`config.mk`:
```
export PLATFORM = sky130hd
export DESIGN_NAME = sync_exc_arbiter
export DESIGN_NICKNAME = d
export VERILOG_FILES = /design/src/rtl/sync_exc_pkg.sv /design/src/rtl/exc_prio_picker.sv /design/src/rtl/exc_result_map.sv /design/src/rtl/exc_cause_reg.sv /design/src/rtl/sync_exc_arbiter.sv
export SDC_FILE = /design/constraint.sdc
export NUM_CORES = 1
export LEC_CHECK = 0
export CAP_MARGIN = 5
export CORE_AREA = 2 2 211 213
export DETAILED_ROUTE_END_ITERATION = 6
export DIE_AREA = 0 0 213 215
export SLEW_MARGIN = 20
export SYNTH_ARGS = -nofsm -noshare
export SYNTH_HDL_FRONTEND = slang
export SYNTH_SLANG_ARGS = --single-unit
```
`constraint.sdc`:
```
create_clock -name clk -period 3.5 [get_ports clk]
set_input_delay 0.7 -clock clk [delete_from_list [all_inputs] [get_ports clk]]
set_output_delay 0.7 -clock clk [all_outputs]
set_load 0.03 [all_outputs]
```
`src/rtl/sync_exc_pkg.sv`:
```
package sync_exc_pkg;
  localparam int NCLS = 14;
  localparam int CODE_MAXW = 8;

  typedef enum logic [3:0] {
    C_FETCH_BKPT  = 4'd0,
    C_FETCH_PF    = 4'd1,
    C_FETCH_AF    = 4'd2,
    C_ILLEGAL     = 4'd3,
    C_TARGET_MIS  = 4'd4,
    C_ENV_CALL    = 4'd5,
    C_DATA_BKPT   = 4'd6,
    C_STORE_MIS   = 4'd7,
    C_LOAD_MIS    = 4'd8,
    C_STORE_PF    = 4'd9,
    C_LOAD_PF     = 4'd10,
    C_STORE_AF    = 4'd11,
    C_LOAD_AF     = 4'd12,
    C_CUSTOM      = 4'd13
  } exc_class_e;

  typedef enum logic [1:0] {
    PRIV_USER  = 2'b00,
    PRIV_SUPER = 2'b01,
    PRIV_RSVD  = 2'b10,
    PRIV_MACH  = 2'b11
  } priv_e;

  function automatic logic [CODE_MAXW-1:0] class_code(
    input exc_class_e cls, input priv_e pv, input logic [CODE_MAXW-1:0] custom);
    logic [CODE_MAXW-1:0] c;
    case (cls)
      C_FETCH_BKPT: c = 8'd3;
      C_FETCH_PF:   c = 8'd12;
      C_FETCH_AF:   c = 8'd1;
      C_ILLEGAL:    c = 8'd2;
      C_TARGET_MIS: c = 8'd0;
      C_ENV_CALL: begin
        case (pv)
          PRIV_USER:  c = 8'd8;
          PRIV_SUPER: c = 8'd9;
          default:    c = 8'd11;
        endcase
      end
      C_DATA_BKPT:  c = 8'd3;
      C_STORE_MIS:  c = 8'd6;
      C_LOAD_MIS:   c = 8'd4;
      C_STORE_PF:   c = 8'd15;
      C_LOAD_PF:    c = 8'd13;
      C_STORE_AF:   c = 8'd7;
      C_LOAD_AF:    c = 8'd5;
      default:      c = custom;
    endcase
    return c;
  endfunction
endpackage

```
`src/rtl/exc_prio_picker.sv`:
```
module exc_prio_picker
  import sync_exc_pkg::*;
#(
  parameter int N = NCLS
) (
  input  logic [N-1:0] req,
  output logic [N-1:0] grant,
  output logic [3:0]   win_idx,
  output logic         any
);
  localparam int IW = 4;
  logic [N:0] above;

  assign above[0] = 1'b0;
  for (genvar i = 0; i < N; i++) begin : g_chain
    assign grant[i]   = req[i] & ~above[i];
    assign above[i+1] = above[i] | req[i];
  end

  assign any = above[N];

  always_comb begin
    win_idx = '0;
    for (int k = 0; k < N; k++) begin
      if (grant[k]) win_idx = k[IW-1:0];
    end
  end
endmodule

```
`src/rtl/exc_result_map.sv`:
```
module exc_result_map
  import sync_exc_pkg::*;
#(
  parameter int XLEN        = 32,
  parameter int CODE_W      = 6,
  parameter int CUSTOM_CODE = 24
) (
  input  logic [3:0]           win_idx,
  input  logic [1:0]           priv_mode,
  input  logic [NCLS*XLEN-1:0] tval_in,
  output logic [CODE_W-1:0]    code,
  output logic [XLEN-1:0]      tval
);
  localparam logic [CODE_MAXW-1:0] CUST = CODE_MAXW'(CUSTOM_CODE);
  logic [CODE_MAXW-1:0] wide_code;
  logic [XLEN-1:0]      tv_arr [NCLS];

  for (genvar k = 0; k < NCLS; k++) begin : g_split
    assign tv_arr[k] = tval_in[k*XLEN +: XLEN];
  end

  always_comb begin
    wide_code = class_code(exc_class_e'(win_idx), priv_e'(priv_mode), CUST);
    code      = wide_code[CODE_W-1:0];
    if (win_idx == C_ENV_CALL || win_idx >= 4'(NCLS)) tval = '0;
    else                                               tval = tv_arr[win_idx];
  end
endmodule

```
`src/rtl/exc_cause_reg.sv`:
```
module exc_cause_reg #(
  parameter int XLEN   = 32,
  parameter int CODE_W = 6
) (
  input  logic              clk,
  input  logic              rst_n,
  input  logic              load,
  input  logic [CODE_W-1:0] code,
  input  logic [XLEN-1:0]   tval,
  output logic [XLEN-1:0]   cause_q,
  output logic [XLEN-1:0]   tval_q
);
  localparam int PAD = XLEN - CODE_W;

  always_ff @(posedge clk or negedge rst_n) begin
    if (!rst_n) begin
      cause_q <= '0;
      tval_q  <= '0;
    end else if (load) begin
      cause_q <= {{PAD{1'b0}}, code};
      tval_q  <= tval;
    end
  end
endmodule

```
`src/rtl/sync_exc_arbiter.sv`:
```
module sync_exc_arbiter
  import sync_exc_pkg::*;
#(
  parameter int XLEN        = 32,
  parameter int CODE_W      = 6,
  parameter int CUSTOM_CODE = 24
) (
  input  logic                 clk,
  input  logic                 rst_n,
  input  logic [NCLS-1:0]      exc_flags,
  input  logic [1:0]           priv_mode,
  input  logic [NCLS*XLEN-1:0] tval_in,
  input  logic                 commit,
  output logic                 exc_pending,
  output logic [CODE_W-1:0]    exc_code,
  output logic [XLEN-1:0]      cause_q,
  output logic [XLEN-1:0]      tval_q
);
  logic [NCLS-1:0] grant;
  logic [3:0]      win_idx;
  logic [XLEN-1:0] sel_tval;

  exc_prio_picker #(.N(NCLS)) u_pick (
    .req(exc_flags), .grant(grant), .win_idx(win_idx), .any(exc_pending)
  );

  exc_result_map #(.XLEN(XLEN), .CODE_W(CODE_W), .CUSTOM_CODE(CUSTOM_CODE)) u_map (
    .win_idx(win_idx), .priv_mode(priv_mode), .tval_in(tval_in),
    .code(exc_code), .tval(sel_tval)
  );

  exc_cause_reg #(.XLEN(XLEN), .CODE_W(CODE_W)) u_reg (
    .clk(clk), .rst_n(rst_n), .load(commit & exc_pending),
    .code(exc_code), .tval(sel_tval), .cause_q(cause_q), .tval_q(tval_q)
  );
endmodule

```
Yosys cells after proc, flatten, opt, wreduce, memory -nomap -nowiden --
Cells that the tools add are included.
Storage, ports and cells: output and inout port bits 71, register bits after elaboration 38, input port bits 467
Cells by class: multiplexer cells 19, reduce and logical (&&, ||, !) cells 4, bitwise operators 41, eq/ne operators 13, order comparisons 2
Operators with widths (count):
- $bmux W32 S4 | 1
- $mux W32 | 3
- $pmux W6 S12 | 1
- $mux W4 | 12
- $eq A4 B4 Y1 const B | 5
- $eq A4 B3 Y1 const B | 4
- $and A1 B1 Y1 | 14
- $not A1 Y1 | 13
- $or A1 B1 Y1 | 13
- $eq A4 B2 Y1 const B | 2
- $ge A5 B5 Y1 const B | 1
- $not A4 Y5 | 1
- $eq A4 B1 Y1 const B | 1
- $ge A4 B4 Y1 const B | 1
- $logic_not A4 Y1 | 1
- $pmux W2 S2 | 1
- $eq A2 B1 Y1 const B | 1
- $logic_not A2 Y1 | 1
- $reduce_or A2 Y1 | 1
- $logic_or A1 B1 Y1 | 1
- $mux W1 | 1

Longest topological paths before layout --
Gate-level depths: netlist (run 1).
word-level depth 20, depth in mapped cells 11, mapped depth without buffers 7

By module --
A second synthesis (run 1) with hierarchy kept.
Second synthesis, totals: cell total of the unflattened synthesis 588, area, all modules 5502.8 um^2
Modules (own cells, without submodules):
- exc_result_map | cells an instance 435, sequential area each 0.0 um^2, area each 3525.9 um^2, times used 1
- exc_cause_reg | cells an instance 107, sequential area each 950.9 um^2, area each 1691.6 um^2, times used 1
- exc_prio_picker | cells an instance 45, sequential area each 0.0 um^2, area each 279.0 um^2, times used 1
- sync_exc_arbiter | cells an instance 1, sequential area each 0.0 um^2, area each 6.3 um^2, times used 1

Worst setup path before layout (run 1) --
OpenSTA, ideal clock, no wires.
path type input -> output, from in exc_flags[3], to out exc_code[1], data arrival time 2.560 ns, cell stages on the path 9, slack 0.240 ns, required time 2.800 ns, path through or4_1 -> buf_4 -> nor2_1 -> nor2_1 -> nand2_1 -> buf_4 -> buf_4 -> nand2_1 -> nand2_1
Between the ends: cells in the longest elaborated chain, start to end 16, elaborated cells on any way between the ends 57
RTL lines:
- start, declared | line sync_exc_arbiter.sv:10 | input logic [NCLS-1:0] exc_flags,
- $or A1 B1 Y1 | line exc_prio_picker.sv:17 | assign above[i+1] = above[i] | req[i];
- $not A1 Y1 or $or A1 B1 Y1 (tied branches) | line exc_prio_picker.sv:16, exc_prio_picker.sv:17
- $and A1 B1 Y1 (tied with other cells) | line exc_prio_picker.sv:16 | assign grant[i] = req[i] & ~above[i];
- $mux W4 (tied with other cells) (8 in a row) | line exc_prio_picker.sv:25 | if (grant[k]) win_idx = k[IW-1:0];
- $mux W4 or $and A1 B1 Y1 (tied branches) | line exc_prio_picker.sv:25, exc_prio_picker.sv:16
- $mux W4 (*) | line exc_prio_picker.sv:25
- $eq A4 B3 Y1 or $logic_not A4 Y1 (tied branches) | line sync_exc_pkg.sv:32 | case (cls)
- $reduce_or A2 Y1 (no source line)
- $pmux W6 S12 (*) | line sync_exc_pkg.sv:32
- end, declared | line sync_exc_arbiter.sv:15 | output logic [CODE_W-1:0] exc_code,
Every way passes the cells marked *; elsewhere a longest branch is shown, timed or not.

Worst setup path after layout (run 1) --
from in exc_flags[5], to out exc_code[0]
Between the ends: cells in the longest elaborated chain, start to end 14, elaborated cells on any way between the ends 49
RTL lines (line):
- $or A1 B1 Y1 | exc_prio_picker.sv:17
- $not A1 Y1 or $or A1 B1 Y1 (tied branches) | exc_prio_picker.sv:16, exc_prio_picker.sv:17
- $and A1 B1 Y1 (tied with other cells) | exc_prio_picker.sv:16
- $mux W4 (tied with other cells) (6 in a row) | exc_prio_picker.sv:25
- $mux W4 or $and A1 B1 Y1 (tied branches) | exc_prio_picker.sv:25, exc_prio_picker.sv:16
- $mux W4 (*) | exc_prio_picker.sv:25
- $eq A4 B3 Y1 or $logic_not A4 Y1 (tied branches) | sync_exc_pkg.sv:32
- $reduce_or A2 Y1 (no source line)
- $pmux W6 S12 (*) | sync_exc_pkg.sv:32
Marks and branches as above.

==> results by group, run 1 <==
Run status
  • Status: finished clean

Timing
  • Min Tclk post-route: 3440 ps
  • Final setup violation count: 0
  • FMAX: 0.291 GHz
  • Slew margin rel.: 42.5%
  • Skew final: 0 ps
  • Final Hold Viols: 0
  • Setup TNS: 0 ps
  • Unrepaired setup endpoints after global routing: false
  • Period utilization: 98.3%
  • Worst Max-Slew Pin Slew: 863 ps
  • Fin. max-slew vios: 0
  • Worst setup margin: 58.5 ps

Clock tree
  • Worst-Skew Late Latency: 300 ps
  • Clock Pin Slew Worst Setup and Hold Paths: 60 ps
  • CTS tree: done
  • H-Tree Depth: 2
  • Total CTS buffers: 5
  • Longest Clk Path Bufs: 2
  • Clock Tree Root: clkbuf_16
  • Clock sink count: 37

Floorplanning
  • Io pins: 538
  • Die width: 213 um
  • Die Ht: 215 um
  • # rows: 77
  • Core area: 0.0436 mm^2
  • Starting Density: 12.1%
  • Die ar.: 0.0458 mm^2

Power and ir drop
  • Net Switching: 938 uW
  • Clock power share: 24.7%
  • Power Density: 220 mW/mm^2
  • Logic gate share of total power: 55.6%
  • Power, Total: 2.63 mW
  • Sequential power share: 19.7%
  • LEAKAGE: 4.64 nW
  • Worst VDD drop: 0.000152 V
  • Switch share: 35.6%
  • Internal power: 1.70 mW

Setup path
  • Worst setup startpoint: exc_flags[5]
  • Worst path bufs/invs: 4
  • FF-to-FF setup slack: 2740 ps
  • Worst path max stage delay: 430 ps
  • CP required: 2800 ps
  • Crit-path most repeated cell: buf_4
  • Setup crit end kind: output pin
  • Crit Path Class: in2out
  • Critical path cell sequence: clkdlybuf4s50_1 -> buf_4 -> nor4_4 -> buf_4 -> nand2_1 -> or3_4 -> o31a_1 -> o21a_2 -> nand4_1 -> buf_6
  • Crit path max-delay cell type: clkdlybuf4s50_1
  • Top Family by Delay on Critical Path: buffers and inverters
  • R2r worst-path depth: 1
  • CP startpoint kind: input port
  • CP Data Arrival Time: 2740 ps
  • Reg-to-Reg Start: u_reg.tval_q[22]
  • Reg-to-reg endpoint: u_reg.tval_q[22]
  • Crit path max fanout: 5
  • Stages on worst setup path: 10

Yosys
  • Largest cells by area after synthesis: dfrtp_1, nand2_1, mux2i_1, buf_4, nand3_1
  • Leading area contributor after synthesis: dfrtp_1
  • Synth Cell Area: 0.00530 mm^2
  • Syn Inst Count: 768
  • Yosys cell types: 56
  • Post-synth EDFFs: 0
  • Avg Cell Area, Syn: 6.90 um^2
  • Most frequently used flop master after synthesis: dfrtp_1
  • Ys Warns: 0
  • Top cell type's share of synthesized area: 17.5%
  • Number of synthesized register bits: 37
  • Async SR Flop Fraction: 100%
  • Post-synthesis sequential area ratio: 17.5%

Global routing
  • Initial antenna violation count: 5
  • Largest net degree at the start of global routing: 31
  • Global-route wire length before repair: 58,200 um
  • GRT Overall Usage: 17.6%
  • GR Overflow Total: 0
  • Vias in the first global route: 8,628

Routing
  • Avg WL per Cell: 22.2 um
  • Final wirelength: 42,600 um
  • Antenna Violating Nets Remaining: 0
  • Number of vias per cell: 4.37
  • Detailed Routing Iterations Pass 1: 5
  • DRC: 0
  • DR vias: 8,376
  • DRT iter0 DRCs: 478

Finish
  • Filler cell count: 4,835
  • Synth-to-Final Area Change: 126%
  • Final nets: 1,788
  • Share of cells above drive strength 1: 13.3%
  • Post-route core utilization: 27.5%

Hold path
  • Hold Crit Start: u_reg.tval_q[11]
  • Hold Path Sink: u_reg.tval_q[11]
  • Min-Delay Path Class: reg2reg
  • Worst hold stages: 2

Place
  • Pre-CTS WS: -262 ps
  • Detailed Place HPWL: 35,800 um
  • GP Congestion: 0.943
  • Port buffer count: 494

Run
  • Max Cap Violations: 0
[registers in the layout, summed over array words and instances (netlist names)]
| name | cells |
|---|---|
| u_reg.cause_q | 5 |
| u_reg.tval_q | 32 |
[cell usage in the layout (no fill, tap or decap), types with 3 or more instances in the layout]
cell type,synthesis,layout
mux2i_1,45,45
or4_4,1,3
nor2_1,39,37
a221oi_1,20,20
o221ai_1,4,4
nor3_2,0,3
a21oi_1,11,9
o31ai_1,12,12
nand4_1,13,13
nor3_1,14,11
a31oi_1,16,16
conb_1,1,28
o2bb2ai_1,14,14
nand3_1,52,52
a31o_1,3,3
buf_4,37,105
nand2_1,210,208
and3_1,9,9
a32o_1,25,25
a32oi_1,27,27
clkbuf_16,0,5
clkdlybuf4s50_1,0,487
inv_1,4,4
mux2_2,13,13
dfrtp_1,37,37
o22ai_1,18,18
buf_12,0,20
nand2b_1,3,3
a21o_1,8,7
a311oi_1,3,3
o211ai_1,4,4
o21ai_0,30,30
[power by group through the flow]
| stage | logic [mW] | clock network [mW] | registers [mW] |
|---|---|---|---|
| finish | 1.46 | 0.652 | 0.518 |
| global route | 1.56 | 0.701 | 0.525 |
| CTS | 1.47 | 0.688 | 0.518 |
| detailed placement | 1.46 | 0 | 0.526 |
| global placement | 1.46 | 0 | 0.525 |
| floorplan | 0.422 | 0 | 0.638 |
[layout make-up]
class | count | area [um^2] | area share, %
well taps | 592 | 741 | 6.18
clock buffers | 5 | 125 | 1.04
flip-flops and latches | 37 | 926 | 7.72
inverters | 5 | 18.8 | 0.157
multi-input cells | 658 | 4030 | 33.6
diodes | 2 | 5.00 | 0.0417
clock inverters | 3 | 65.1 | 0.543
repair buffers | 614 | 6080 | 50.7
[Yosys cell counts (4+ instances only)]
library cell,count
nand2_1,210
nand3_1,52
mux2i_1,45
nor2_1,39
buf_4,37
dfrtp_1,37
clkbuf_1,35
o21ai_0,30
a32oi_1,27
a32o_1,25
a221oi_1,20
buf_2,20
o22ai_1,18
a31oi_1,16
nor3_1,14
o2bb2ai_1,14
mux2_2,13
nand4_1,13
o31ai_1,12
a21oi_1,11
and3_1,9
a21o_1,8
inv_1,4
o211ai_1,4
o221ai_1,4
or4_1,4
[how the worst max path moves through the flow]
stage	to	slack, ps
4_1_cts	exc_code[1]	1
2_1_floorplan	exc_code[1]	240
3_5_place_dp	u_reg.tval_q[29]	-260
6_report	exc_code[0]	60
3_3_place_gp	u_reg.tval_q[10]	-310
5_1_grt	exc_code[2]	2
[metrics by stage]
| step | cell area [um^2] | hold slack [ps] | std cells |
|---|---|---|---|
| 3_3_place_gp | 11700 | 462 | 1902 |
| 2_1_floorplan | 5400 | 404 | 795 |
| 5_1_grt | 12000 | 509 | 1915 |
| 4_1_cts | 11900 | 483 | 1911 |
| 6_report | 12000 | 481 | 1916 |
| 3_5_place_dp | 11700 | 465 | 1902 |
[what timing repair did]
action | 4_1_cts | 5_1_grt
gates cloned | 0 | 0
setup endpoints to repair | 3 | 4
hold buffers | 0 | 0
pin swaps | 0 | 4
resized for setup | 5 | 9
setup buffers | 1 | 3
[layer usage]
layer | GRT usage [%] | vias to the layer above | part of all wire, %
li1 | - | 3934 | -
met1 | 21.1 | 3982 | 41
met2 | 32.4 | 414 | 50
met3 | 3.26 | 40 | 7.2
met4 | 3.47 | 6 | 1.3
met5 | 0 | - | 0.10
[kinds of logic after synthesis]
| kind of cell | synth area share, % |
|---|---|
| simple gates | 29.9 |
| compound gates | 30.9 |
| buf+inv | 10.5 |
| mux | 11.3 |
| flops | 17.5 |
| other cells | 0.0708 |
Power figures use the tool's default switching activity.
==> run 2: changes to the inputs <==
Settings changed: GPL_TIMING_DRIVEN from default to 0.
==> run 2 against run 1 <==
Net effect:
- via count increased by 3.3%
- final cell count fell by 0.31%
- fmax up 0.40%
- critical endpoint is now exc_code[4]
- non-clock buffer count fell by 10
- worst setup slack gained 14 ps
- combinational power about the same
- utilization decreased by 0.63 points
- worst hold slack got worse by 86 ps
- critical path type unchanged
- highest routed layer unchanged
- sequential share of layout area is 0.18 points higher
==> results by group, run 2 (synthesis results as in run 1) <==
Run status
  • Status: finished clean (unchanged)

Finish
  • Max FFs per register: 32 (unchanged)
  • Biggest register: u_reg.tval_q (unchanged)
  • Commonest cells after routing, fill and taps aside: clkdlybuf4s50_1, nand2_1, buf_4 (unchanged)
  • Regs by FF count: u_reg.tval_q: 32 flops, u_reg.cause_q: 5 flops (unchanged)
  • Final nets: 1,778 (was 1,788)
  • Post-route cell area: 0.0117 mm^2 (was 0.0120 mm^2)
  • Commonest non-fill, non-tap cell in the layout: clkdlybuf4s50_1 (unchanged)
  • Share of cells above drive strength 1: 13.0% (was 13.3%)
  • Synth-to-Final Area Change: 121% (was 126%)
  • Filler cell count: 4,856 (was 4,835)

Floorplanning
  • Core area: 0.0436 mm^2 (unchanged)
  • Starting Density: 12.1% (unchanged)
  • # rows: 77 (unchanged)
  • Die ar.: 0.0458 mm^2 (unchanged)
  • Die Ht: 215 um (unchanged)
  • Io pins: 538 (unchanged)
  • Die width: 213 um (unchanged)

Setup path
  • Setup crit end kind: output pin (unchanged)
  • CP startpoint kind: input port (unchanged)
  • R2r worst-path depth: 1 (unchanged)
  • Reg-to-reg endpoint: u_reg.tval_q[24] (was u_reg.tval_q[22])
  • Crit path max fanout: 8 (was 5)
  • CP required: 2800 ps (about the same)
  • Crit Path Class: in2out (unchanged)
  • CP Data Arrival Time: 2730 ps (was 2740 ps)
  • Reg-to-Reg Start: u_reg.tval_q[24] (was u_reg.tval_q[22])
  • Worst setup startpoint: exc_flags[3] (was exc_flags[5])
  • FF-to-FF setup slack: 2740 ps (about the same)
  • CP endpoint: exc_code[4] (was exc_code[0])

Global routing
  • GR Overflow Total: 0 (unchanged)
  • Vias in the first global route: 8,833 (was 8,628)
  • Largest net degree at the start of global routing: 38 (was 31)
  • Initial antenna violation count: 9 (was 5)
  • Global-route wire length before repair: 66,900 um (was 58,200 um)
  • GRT Overall Usage: 21.2% (was 17.6%)

Place
  • Detailed Place HPWL: 41,600 um (was 35,800 um)
  • Pre-CTS WS: -2050 ps (was -262 ps)
  • Port buffer count: 494 (unchanged)
  • Dpl cell area: 0.0111 mm^2 (was 0.0117 mm^2)
  • GP Congestion: 0.881 (was 0.943)

Routing
  • DRT iter0 DRCs: 767 (was 478)
  • Detailed Routing Iterations Pass 1: 5 (unchanged)
  • DRC: 0 (unchanged)
  • Avg WL per Cell: 26.3 um (was 22.2 um)
  • DR vias: 8,653 (was 8,376)
  • Number of vias per cell: 4.53 (was 4.37)
  • Final wirelength: 50,200 um (was 42,600 um)
  • Antenna Violating Nets Remaining: 0 (unchanged)

Timing
  • Fin. max-slew vios: 0 (unchanged)
  • Unrepaired setup endpoints after global routing: false (unchanged)
  • FMAX: 0.292 GHz (was 0.291 GHz)
  • Period utilization: 97.9% (was 98.3%)
  • Worst Max-Slew Pin Slew: 880 ps (was 863 ps)
  • Min Tclk post-route: 3430 ps (was 3440 ps)
  • Setup TNS: 0 ps (unchanged)
  • Slew margin rel.: 41.3% (was 42.5%)
  • Skew final: 0 ps (unchanged)
  • Final Hold Viols: 0 (unchanged)
  • Worst setup margin: 72.1 ps (was 58.5 ps)
  • Final setup violation count: 0 (unchanged)

Power and ir drop
  • Switch share: 38.7% (was 35.6%)
  • Net Switching: 1.02 mW (was 938 uW)
  • Clock power share: 23.4% (was 24.7%)
  • Worst VDD drop: 0.000212 V (was 0.000152 V)
  • LEAKAGE: 4.54 nW (was 4.64 nW)
  • Power Density: 224 mW/mm^2 (was 220 mW/mm^2)
  • Logic gate share of total power: 56.8% (was 55.6%)
  • Internal power: 1.61 mW (was 1.70 mW)
  • Sequential power share: 19.8% (was 19.7%)

Clock tree
  • Total CTS buffers: 5 (unchanged)
  • Clock Tree Root: clkbuf_16 (unchanged)
  • Longest Clk Path Bufs: 2 (unchanged)
  • CTS tree: done (unchanged)
  • Worst-Skew Late Latency: 310 ps (was 300 ps)
  • Clock Pin Slew Worst Setup and Hold Paths: 70 ps (was 60 ps)
  • Hold-fix buffers at CTS: 0 (unchanged)
  • H-Tree Depth: 2 (unchanged)
  • Clock sink count: 37 (unchanged)

Hold path
  • Min-Delay Path Class: in2async (was reg2reg)

Run
  • Max Cap Violations: 0 (unchanged)
-- run 2: changes by cell type in the layout (fill, tap and decap cells not counted), sizes merged, moves of 3 or more --
cell	before	now
buf	127	85
clkdlybuf4s15	0	3
dlygate4sd2	0	7
diode	2	6
clkdlybuf4s50	487	474
clkbuf	5	40
-- run 2: how the worst min path moves through the flow --
stage                           startpoint          endpoint  slack, ps  cells past startpoint
after global routing                 rst_n  u_reg.tval_q[11]        420                      1
final                                rst_n  u_reg.tval_q[11]        390                      1
after floorplan                      rst_n  u_reg.cause_q[0]        400                      0
after CTS                            rst_n  u_reg.tval_q[11]        410                      1
after detailed placement  u_reg.tval_q[26]  u_reg.tval_q[26]        470                      2
after global placement     u_reg.tval_q[0]   u_reg.tval_q[0]        460                      2
-- run 2: worst max-delay path, cell delays in order --
cell             delay [ps]
clkdlybuf4s15_1         260
or4_1                   570
buf_6                   170
or4_1                   530
buf_4                   220
clkinv_4                100
buf_4                   160
-- run 2: power by group through the flow --
stage	clock [mW]	sequential, mW	combinational (mW)
floorplan	0	0.638	0.422
global placement	0	0.525	1.45
detailed placement	0	0.527	1.46
CTS	0.648	0.519	1.49
global route	0.653	0.526	1.57
finish	0.614	0.518	1.49
-- run 2: final cells by class --
class | count | area (um^2) | share of cell area, %
inverters | 5 | 23.8 | 0.203
clock buffers | 6 | 139 | 1.19
plain buffers | 92 | 664 | 5.67
flip-flops and latches | 37 | 926 | 7.91
diodes | 6 | 15.0 | 0.128
repair buffers | 512 | 5060 | 43.2
well taps | 592 | 741 | 6.32
clock inverters | 2 | 37.5 | 0.320
multi-input cells | 658 | 4110 | 35.1
-- run 2: through the flow --
stage / instances / hold WS (ps) / util, % / power, mW
after floorplan: 795 / 404 / - / 1.06
after global placement: 1881 / 462 / 25.4 / 1.98
after detailed placement: 1881 / 466 / 25.4 / 1.98
after CTS: 1900 / 412 / 26.7 / 2.66
after global routing: 1908 / 422 / 26.8 / 2.75
final: 1910 / 395 / 26.8 / 2.62
-- run 2: routing by layer --
layer	wire (um)	GRT usage, %	vias up
li1	-	-	3930
met1	21000	26.3	4163
met2	23700	35.7	501
met3	4000	4.60	53
met4	1440	7.55	6
met5	36	0	-
-- run 2: repair_timing --
item | 4_1_cts | 5_1_grt
endpoints found under the setup margin | 43 | 37
gates resized for setup | 126 | 35
buffers inserted | 12 | 6
pin swaps | 9 | 7
==> run 3: changes to the inputs <==
Settings changed: SETUP_SLACK_MARGIN from default to 0.1.
==> run 3 against run 2 <==
Net effect:
- register-to-register slack hardly changed
- global-route usage is 0.098 points higher
- sequential share of layout area is 0.095 points lower
- final cell count is 0.68% higher
- final area is 1.2% higher
- worst setup slack worse by 2.4 ps
- count of clock-buffer cells in the layout stayed put
- critical path depth is 4 higher
- critical endpoint is now u_reg.tval_q[30]
==> results by group, run 3 (synthesis results as in run 1) <==
Routing
  • Number of vias per cell: 4.57 (was 4.53)
  • Avg WL per Cell: 26.4 um (was 26.3 um)
  • Final wirelength: 50,700 um (was 50,200 um)
  • DRC: 0 (unchanged)
  • DRT iter0 DRCs: 680 (was 767)
  • DR vias: 8,793 (was 8,653)
  • Antenna Violating Nets Remaining: 0 (unchanged)
  • Detailed Routing Iterations Pass 1: 6 (was 5)

Clock tree
  • Total CTS buffers: 5 (unchanged)
  • Clock Tree Root: clkbuf_16 (unchanged)
  • CTS tree: done (unchanged)
  • Clock Pin Slew Worst Setup and Hold Paths: 80 ps (was 70 ps)
  • Hold-fix buffers at CTS: 0 (unchanged)
  • H-Tree Depth: 2 (unchanged)
  • Longest Clk Path Bufs: 2 (unchanged)
  • Clock sink count: 37 (unchanged)
  • Worst-Skew Late Latency: 320 ps (was 310 ps)

Power and ir drop
  • Sequential power share: 19.6% (was 19.8%)
  • Clock power share: 23.5% (was 23.4%)
  • Power Density: 223 mW/mm^2 (was 224 mW/mm^2)
  • Net Switching: 1.03 mW (was 1.02 mW)
  • Internal power: 1.61 mW (about the same)
  • LEAKAGE: 4.62 nW (was 4.54 nW)
  • Power, Total: 2.65 mW (was 2.62 mW)
  • Switch share: 39.0% (was 38.7%)
  • Logic gate share of total power: 57.0% (was 56.8%)
  • Worst VDD drop: 0.000210 V (was 0.000212 V)

Timing
  • Min Tclk post-route: 3430 ps (about the same)
  • Unrepaired setup endpoints after global routing: true (was false)
  • Fin. max-slew vios: 0 (unchanged)
  • Skew final: 0 ps (unchanged)
  • Period utilization: 98.0% (was 97.9%)
  • Final Hold Viols: 0 (unchanged)
  • Slew margin rel.: 16.9% (was 41.3%)
  • Setup TNS: 0 ps (unchanged)
  • Final setup violation count: 0 (unchanged)
  • Worst Max-Slew Pin Slew: 1250 ps (was 880 ps)
  • FMAX: 0.292 GHz (about the same)
  • Hold Slack: 393 ps (was 395 ps)

Hold path
  • Min-Delay Path Class: in2async (unchanged)

Setup path
  • Crit path max fanout: 10 (was 8)
  • CP startpoint kind: input port (unchanged)
  • CP Data Arrival Time: 3620 ps (was 2730 ps)
  • CP required: 3690 ps (was 2800 ps)
  • Crit Path Class: in2reg (was in2out)
  • Setup crit end kind: flop (was output pin)

Finish
  • Fin cells: 1,923 (was 1,910)
  • Commonest cells after routing, fill and taps aside: clkdlybuf4s50_1, nand2_1, buf_4 (unchanged)
  • Share of cells above drive strength 1: 14.2% (was 13.0%)
  • Final nets: 1,792 (was 1,778)
  • Filler cell count: 4,838 (was 4,856)
  • Commonest non-fill, non-tap cell in the layout: clkdlybuf4s50_1 (unchanged)
  • Regs by FF count: u_reg.tval_q: 32 flops, u_reg.cause_q: 5 flops (unchanged)
  • Max FFs per register: 32 (unchanged)
  • Synth-to-Final Area Change: 124% (was 121%)
  • Biggest register: u_reg.tval_q (unchanged)

Run status
  • Status: finished clean (unchanged)

Floorplanning
  • Die Ht: 215 um (unchanged)
  • Io pins: 538 (unchanged)
  • Die width: 213 um (unchanged)
  • # rows: 77 (unchanged)
  • Die ar.: 0.0458 mm^2 (unchanged)
  • Starting Density: 12.1% (unchanged)
  • Core area: 0.0436 mm^2 (unchanged)

Global routing
  • GRT Overall Usage: 21.3% (was 21.2%)
  • Vias in the first global route: 8,826 (was 8,833)
  • Initial antenna violation count: 9 (unchanged)
  • GR Overflow Total: 0 (unchanged)
  • Largest net degree at the start of global routing: 38 (unchanged)
  • Global-route wire length before repair: 67,200 um (was 66,900 um)

Place
  • Post-Place Cells: 1,881 (unchanged)
  • Port buffer count: 494 (unchanged)
  • Detailed Place HPWL: 41,600 um (unchanged)
  • GP Congestion: 0.881 (unchanged)

Run
  • Max Cap Violations: 0 (unchanged)
==> run 3: worst max-delay path: stages <==
cell and delay (ps):
clkdlybuf4s15_2 250, or4b_4 570, a211oi_4 270, buf_4 150
o21a_1 90, buf_4 200, nor3_1 80, buf_2 260
and2_1 210, o21ai_0 660, a31oi_1 160
==> run 3: what timing repair did <==
item                       in CTS  in global routing
hold endpoints to repair        0                  0
pin swaps                      12                 12
gates cloned                    0                  0
buffers inserted               20                  9
gates resized for setup       150                 19
setup endpoints to repair      43                 31
==> run 3: path summary, 6_finish.rpt <==
| path | startpoint | endpoint | slack (ps) | depth (start not counted) |
|---|---|---|---|---|
| max | exc_flags[10] | u_reg.tval_q[30] | 70 | 11 |
| min | rst_n | u_reg.tval_q[1] | 390 | 1 |
| max reg2reg | u_reg.tval_q[24] | u_reg.tval_q[24] | 2730 | 1 |
| min reg2reg | u_reg.cause_q[0] | u_reg.cause_q[0] | 480 | 1 |
| max in group asynchronous | rst_n | u_reg.tval_q[8] | 2600 | 1 |
| min in group clk | u_reg.cause_q[0] | u_reg.cause_q[0] | 480 | 1 |
==> run 3: through the flow <==
stage	utilization, %	cell area, um^2	setup WS, ps
global route	27.2	11900	72.5
finish	27.2	11900	69.7
CTS	26.9	11800	52.1
detailed placement	25.4	11100	-2050
floorplan	-	5400	240
global placement	25.4	11100	-2110
==> run 3: power groups by stage <==
| stage | Combinational, mW | Clock, mW | Sequential [mW] |
|---|---|---|---|
| after floorplan | 0.422 | 0 | 0.638 |
| after global placement | 1.45 | 0 | 0.525 |
| after detailed placement | 1.46 | 0 | 0.527 |
| after CTS | 1.50 | 0.648 | 0.519 |
| after global routing | 1.58 | 0.653 | 0.526 |
| final | 1.51 | 0.620 | 0.518 |
==> run 3: cell type report <==
class	instances	area [um^2]	area share (%)
multi-input cells	658	4120	34.8
clock inverters	2	37.5	0.317
clock buffers	6	139	1.17
flip-flops and latches	37	926	7.81
diodes	5	12.5	0.106
well taps	592	741	6.25
repair buffers	523	5150	43.5
plain buffers	95	702	5.92
inverters	5	23.8	0.201
==> run 3: metal layers <==
layer  vias to the layer above  part of all wire [%]  wire, um  track usage, %
met5                         -                 0.071        36               0
met4                         6                   3.2      1620            7.53
met3                        64                   7.8      3930            4.33
met2                       510                    47     23700            35.7
met1                      4256                    42     21500            26.8
li1                       3957                     -         -               -
